File: src/rtl/sdram_lm_pkg.sv
// Package: shared constants and width helpers for the byte-lane mask control.
// Assumes data widths of 4, 8 or 16 bits only.
package sdram_lm_pkg;

    // Clocks between sampling a read mask and its effect on the drivers.
    localparam int RD_HIZ_LAT = 2;

    // Number of mask bits for a given data width.
    function automatic int mask_bits(input int data_w);
        return (data_w == 16) ? 2 : 1;
    endfunction

    // True when the width is one of the supported organizations.
    function automatic bit width_ok(input int data_w);
        return (data_w == 4) || (data_w == 8) || (data_w == 16);
    endfunction

endpackage

File: src/rtl/lm_wr_gate.sv
// Write gate: turns the beat flag and the mask into per-lane write strobes
// in the same cycle (zero latency). Purely combinational.
// Assumes: dqm is stable around the edge at which the array captures data.
module lm_wr_gate #(
    parameter int MASK_W = 2
) (
    input  logic              wr_beat,
    input  logic [MASK_W-1:0] dqm,
    output logic [MASK_W-1:0] lane_en
);

    for (genvar i = 0; i < MASK_W; i++) begin : g_lane
        // Strobe a lane only on a write beat whose mask bit is clear.
        always_comb begin
            lane_en[i] = wr_beat & ~dqm[i];
        end
    end

endmodule

File: src/rtl/lm_rd_pipe.sv
// Read disable pipeline: registers the per-lane read enable (beat and not
// masked) through DEPTH rising-edge stages. Synchronous active-low reset
// clears every stage, so the drivers are off after reset.
// Assumes DEPTH >= 2.
module lm_rd_pipe #(
    parameter int MASK_W = 2,
    parameter int DEPTH  = 2
) (
    input  logic              clk,
    input  logic              rst_n,
    input  logic              rd_beat,
    input  logic [MASK_W-1:0] dqm,
    output logic [MASK_W-1:0] lane_oe
);

    localparam int LAST = DEPTH - 1;

    for (genvar i = 0; i < MASK_W; i++) begin : g_lane
        logic [DEPTH-1:0] stage_q;

        // Shift this lane's enable toward the output stage.
        always_ff @(posedge clk) begin
            if (!rst_n) begin
                stage_q <= '0;
            end else begin
                stage_q <= {stage_q[DEPTH-2:0], rd_beat & ~dqm[i]};
            end
        end

        // The last stage drives the lane's output enable.
        always_comb begin
            lane_oe[i] = stage_q[LAST];
        end
    end

endmodule

File: src/rtl/lm_lane_fan.sv
// Lane fan-out: copies each lane control bit onto all data bits of that lane.
// Assumes DATA_W is a whole multiple of MASK_W.
module lm_lane_fan #(
    parameter int DATA_W = 16,
    parameter int MASK_W = 2
) (
    input  logic [MASK_W-1:0] lane_bits,
    output logic [DATA_W-1:0] bit_vec
);

    localparam int LANE_W = DATA_W / MASK_W;

    for (genvar b = 0; b < DATA_W; b++) begin : g_bit
        // Each bit follows the lane that owns it.
        always_comb begin
            bit_vec[b] = lane_bits[b / LANE_W];
        end
    end

endmodule

File: src/rtl/sdram_lane_mask_ctrl.sv
// Top: device-side byte-lane mask control. The write path gates array writes
// in the cycle the mask is sampled. The read path disables the output drivers
// RD_HIZ_LAT clocks after the mask is sampled.
// Assumes: read data arrives already aligned to the output stage, and the
// caller does not mark one cycle as both a write beat and a read beat.
module sdram_lane_mask_ctrl
    import sdram_lm_pkg::*;
#(
    parameter int DATA_W = 16,
    localparam int MASK_W = mask_bits(DATA_W)
) (
    input  logic              clk,
    input  logic              rst_n,
    input  logic              wr_beat,
    input  logic              rd_beat,
    input  logic [MASK_W-1:0] dqm,
    input  logic [DATA_W-1:0] rd_data_in,
    output logic [MASK_W-1:0] wr_lane_en,
    output logic [DATA_W-1:0] wr_bit_en,
    output logic [MASK_W-1:0] rd_lane_oe,
    output logic [DATA_W-1:0] rd_bit_oe,
    output logic [DATA_W-1:0] rd_data_out
);

    if (!width_ok(DATA_W)) begin : g_bad_width
        $error("sdram_lane_mask_ctrl: DATA_W must be 4, 8 or 16");
    end

    lm_wr_gate #(.MASK_W(MASK_W)) u_wr_gate (
        .wr_beat (wr_beat),
        .dqm     (dqm),
        .lane_en (wr_lane_en)
    );

    lm_rd_pipe #(.MASK_W(MASK_W), .DEPTH(RD_HIZ_LAT)) u_rd_pipe (
        .clk     (clk),
        .rst_n   (rst_n),
        .rd_beat (rd_beat),
        .dqm     (dqm),
        .lane_oe (rd_lane_oe)
    );

    lm_lane_fan #(.DATA_W(DATA_W), .MASK_W(MASK_W)) u_wr_fan (
        .lane_bits (wr_lane_en),
        .bit_vec   (wr_bit_en)
    );

    lm_lane_fan #(.DATA_W(DATA_W), .MASK_W(MASK_W)) u_rd_fan (
        .lane_bits (rd_lane_oe),
        .bit_vec   (rd_bit_oe)
    );

    // Zero the data on disabled lanes so nothing leaks onto the drivers.
    always_comb begin
        rd_data_out = rd_data_in & rd_bit_oe;
    end

endmodule

File: config.mk
export PLATFORM = sky130hd
export DESIGN_NAME = sdram_lane_mask_ctrl
export DESIGN_NICKNAME = d
export VERILOG_FILES = /design/src/rtl/sdram_lm_pkg.sv /design/src/rtl/lm_wr_gate.sv /design/src/rtl/lm_rd_pipe.sv /design/src/rtl/lm_lane_fan.sv /design/src/rtl/sdram_lane_mask_ctrl.sv
export SDC_FILE = /design/constraint.sdc
export NUM_CORES = 1
export LEC_CHECK = 0
export ABC_AREA = 1
export BUFFER_PORTS_ARGS = -buffer_cell sky130_fd_sc_hd__buf_2
export CAP_MARGIN = 20
export CORE_UTILIZATION = 29
export CTS_BUF_LIST = sky130_fd_sc_hd__clkbuf_8 sky130_fd_sc_hd__clkbuf_16
export DETAILED_ROUTE_END_ITERATION = 16
export PLACE_DENSITY = 0.82
export SLEW_MARGIN = 20
export SYNTH_ARGS = -nofsm -noshare
export SYNTH_HDL_FRONTEND = slang
export SYNTH_SLANG_ARGS = --single-unit
File: constraint.sdc
create_clock -name clk -period 0.8 [get_ports clk]
set_input_delay 0.04 -clock clk [delete_from_list [all_inputs] [get_ports clk]]
set_output_delay 0.04 -clock clk [all_outputs]
set_load 0.01 [all_outputs]
# Word level (Yosys, flattened, before mapping)
# Cells that the tools add are included.
# classes
n_bitwise	7
# op_table
operator	n
AND 16 bit	1
AND 1 bit	4
inverter 1 bit	2
# totals
output_inout_bits	52
reg_bits	4
in_bits	22
elab_cells	9

# Longest topological paths before layout
# depth
depth_word	2
depth_mapped	3
ltp_nobuf	2

# Hierarchy
# Synthesis repeated with hierarchy kept, for this count alone.
# unflattened
cells_unflattened	80
area_unflattened_um2	493.0
# by_module_without_submodules
module	cells_per_inst	seq_area_each_um2	area_each_um2	n_inst
lm_lane_fan	16	0.0	120.1	2
lm_rd_pipe	13	80.1	121.4	1
sdram_lane_mask_ctrl	32	0.0	120.1	1
lm_wr_gate	3	0.0	11.3	1

# Worst setup path after synthesis
# Ideal clock, no wire load.
# synth_path
path_kind	register to output
from	register u_rd_pipe.g_lane[1].stage_q[1]
to	output rd_data_out[9]
path_buffers	1
slack_ns	-0.016
path_stages_with_launch	4
required_time_ns	0.760
t_arrival_ns	0.776
path_cell_list	dfxtp_1 -> buf_2 -> nand2_1 -> inv_1
# synth_via
elab_chain_len	1
# synth_rtl
item	line	rtl
from (decl)	lm_rd_pipe.sv:19	logic [DEPTH-1:0] stage_q;
from (signal assigned)	lm_rd_pipe.sv:26	stage_q <= {stage_q[DEPTH-2:0], rd_beat & ~dqm[i]};
AND 16 bit	sdram_lane_mask_ctrl.sv:55	rd_data_out = rd_data_in & rd_bit_oe;
to (decl)	sdram_lane_mask_ctrl.sv:22	output logic [DATA_W-1:0] rd_data_out
# Every way passes these cells.

# Worst setup path in the final report
# layout_path
from	register u_rd_pipe.g_lane[1].stage_q[1]
to	output rd_bit_oe[10]
# layout_lines
item	line	rtl
to (decl)	sdram_lane_mask_ctrl.sv:21	output logic [DATA_W-1:0] rd_bit_oe,
# No word-level cell between the ends.

==> out/qor.json <==
{
  "remaining_drc_errors": 9,
  "cts_inserted_buffers": 3,
  "detail_route.wl_per_cell_um": 7.662,
  "placedInstanceArea_um2": 625.6,
  "postSynthRegisterBits": 4,
  "ctsRootBufferMaster": "sky130_fd_sc_hd__clkbuf_8",
  "dp_hpwl_um": 854.1,
  "synthArstFlopShare_pct": 0,
  "r2r-end": "u_rd_pipe.g_lane[0].stage_q[1]",
  "total_vias_in_the_final_route": 566,
  "die_w_um": 43.65,
  "setup_repair_after_global_routing_missed_its_margin": "true",
  "port-buffer-count": 73,
  "route.antenna.remaining_nets": 0,
  "hold_path_startpoint": "rst_n",
  "final_hold_viol_count": 0,
  "regMostFlops": "u_rd_pipe.g_lane.stage_q",
  "fin_skew_ps": 0.4445,
  "tritoncts": "yes",
  "cp_max_fo": 10,
  "number_of_antenna_violations_at_the_first_check_in_global_routing": 0,
  "critical_path_depth": 2,
  "cp-startpoint": "u_rd_pipe.g_lane[1].stage_q[1]",
  "groute.usage.overall_pct": 11.08,
  "post_route_cells_drive_above_1_share_pct": 63.49,
  "worstPathRequired_ps": 760,
  "timing.final.crit_share_pct": 111.1,
  "cap_viol_max_count": 0,
  "setup.worst_path.start_class": "flop",
  "overflow": 0,
  "cp_cell_sequence": "buf_6 -> buf_2",
  "synth_area_leader_cell": "sky130_fd_sc_hd__buf_4",
  "cp_peak_stage_delay_ps": 380,
  "initial_utilization_pct": 32.26,
  "cts.sink_count": 4,
  "detail_route.iter0.violations": 11,
  "syn_area_um2": 503.0,
  "largestRegisters": "u_rd_pipe.g_lane.stage_q (4)",
  "max_freq_mhz": 1125,
  "syn_avg_cell_area_um2": 6.134,
  "setup_viol": 32,
  "cp.buffers_inverters": 2,
  "finish.instance_area_um2": 720.7,
  "worst_slack_ps": -88.76,
  "synth_edf_count": 0,
  "gpl.final_weighted_congestion": 0.6181,
  "run_status": "finished with violations",
  "clockBufferDepth": 2,
  "worst_slew_pin_slew_ps": 355.7,
  "core_region_area_um2": 1559,
  "timing.reg2reg.setup_slack_ps": 330,
  "n_fill_cell": 160,
  "antenna_cells_inserted": 0,
  "die_outline_height_um": 43.65,
  "reg2reg_from": "u_rd_pipe.g_lane[0].stage_q[0]",
  "worst_slew_margin_rel_pct": 76.20,
  "post_synth_num_cell_types": 6,
  "vdd_drop_max_mv": 0.9054,
  "library_cell_with_the_highest_instance_count_after_synthesis": "sky130_fd_sc_hd__buf_4",
  "crit_end": "rd_bit_oe[10]",
  "critical_path_arrival_ps": 850,
  "clk_latency_ps": 210,
  "floorplan.die_area_um2": 1905,
  "io_pins": 74,
  "largest_register_ffs": 4,
  "ys_seq_area_share_pct": 15.92,
  "period_needed_ps": 888.8,
  "violations_in_the_final_reports": "DRC, setup timing",
  "viasPerCell": 3.986,
  "core.rowCount": 14,
  "finalMaxSlewViolations": 0,
  "grt_pass1_wl_um": 1483,
  "synthesis.nets": 104,
  "finalNetCount": 150,
  "grt_start_max_net_pins": 11,
  "yosysWarnings": 0,
  "worst_path_dominant_cell_family": "flip-flops",
  "first_global_vias": 381,
  "syn_to_final_growth_pct": 43.28,
  "post_synth_inst_count": 82,
  "path_clk_slew_ps": 30,
  "synth_area_leaders": "sky130_fd_sc_hd__buf_4 (51%), sky130_fd_sc_hd__dfxtp_1 (16%), sky130_fd_sc_hd__inv_1 (14%)",
  "cp-end-kind": "primary output",
  "crit_type": "reg -> out",
  "synth.cells.most_frequent": "sky130_fd_sc_hd__buf_4 (34), sky130_fd_sc_hd__inv_1 (19), sky130_fd_sc_hd__nand2_1 (19)",
  "power.static_leakage_nw": 0.6357,
  "dr.pass1.iters": 11,
  "drt_wl_total_um": 1088,
  "worst_r2r_path_depth": 2,
  "synth_top_area_share_pct": 50.75,
  "cp_slowest_cell": "sky130_fd_sc_hd__dfxtp_4",
  "clock_tree.htree_level_count": 1,
  "powerDensity_nw_per_um2": 1169,
  "ys_dominant_reg_cell": "sky130_fd_sc_hd__dfxtp_1",
  "worst_min_path_class": "in -> reg",
  "dp_worst_setup_slack_ps": 31.89
}
-- layer usage --
layer	track usage [%]	share of wire, %	routed length [um]	vias up
met5	0	0	0	-
met1	8.122	29	311	230
met4	7.500	0	0	0
met2	21.79	52	571	56
met3	5.000	19	205	0
li1	-	-	-	280
-- repair_timing --
item | 4_1_cts | 5_1_grt
buffers inserted | 2 | 0
hold buffers | 2 | 0
gates resized for setup | 7 | 1
endpoints found under the setup margin | 34 | 34
hold endpoints to repair | 2 | 0
-- cell usage in the layout (no fill, tap or decap) --
cell,count
sky130_fd_sc_hd__nand2_1,19
sky130_fd_sc_hd__inv_1,19
sky130_fd_sc_hd__clkbuf_8,3
sky130_fd_sc_hd__dfxtp_4,2
sky130_fd_sc_hd__buf_6,3
sky130_fd_sc_hd__buf_2,72
sky130_fd_sc_hd__dfxtp_1,2
sky130_fd_sc_hd__dlygate4sd3_1,2
sky130_fd_sc_hd__nor2_1,4
-- worst min-delay path by stage --
stage / to / slack (ps) / cells after the start
2_1_floorplan: u_rd_pipe.g_lane[0].stage_q[0] / 110 / 1
3_3_place_gp: u_rd_pipe.g_lane[0].stage_q[0] / 210 / 2
3_5_place_dp: u_rd_pipe.g_lane[0].stage_q[0] / 210 / 2
4_1_cts: u_rd_pipe.g_lane[0].stage_q[1] / 40 / 3
5_1_grt: u_rd_pipe.g_lane[0].stage_q[1] / 60 / 3
6_report: u_rd_pipe.g_lane[0].stage_q[1] / 40 / 3
-- cell families (layout without fill, tap and decap cells) --
family / count (synthesis) / after routing / synth area share (%)
DFF: 4 / 4 / 15.92
and+or+nand+nor: 23 / 23 / 17.16
buffers and inverters: 55 / 99 / 66.91
-- per-stage QoR --
| stage | TNS, ps | hold slack (ps) | utilization [%] | std cells | power (W) |
|---|---|---|---|---|---|
| after floorplan | 0 | 112.4 | - | 82 | 0.0003850 |
| after global placement | 0 | 211.6 | 40.13 | 135 | 0.0004196 |
| after detailed placement | 0 | 214.9 | 40.13 | 135 | 0.0004231 |
| after CTS | -2822 | 36.58 | 45.83 | 142 | 0.0008651 |
| after global routing | -4039 | 56.20 | 46.23 | 142 | 0.0009115 |
| final | -2355 | 41.44 | 46.23 | 142 | 0.0008422 |
-- cell type report --
class,count,area (um^2),area share [%]
timing repair buffer,77,414.1,57.47
sequential,4,87.58,12.15
multi-input combinational,23,86.33,11.98
inverter,19,71.32,9.896
clock buffer,3,41.29,5.729
tap,16,20.02,2.778
-- worst min-delay path: stages --
cell                      delay [ps]
sky130_fd_sc_hd__buf_2           100
sky130_fd_sc_hd__nand2_1          50
sky130_fd_sc_hd__inv_1            40
-- where the power goes --
part / switching [W] / internal (W)
clock: 0.0000929 / 0.000320
sequential: 0.00000755 / 0.000203
combinational: 0.000109 / 0.000110
total: 0.000210 / 0.000632
(Power assumes the default switching activity.)
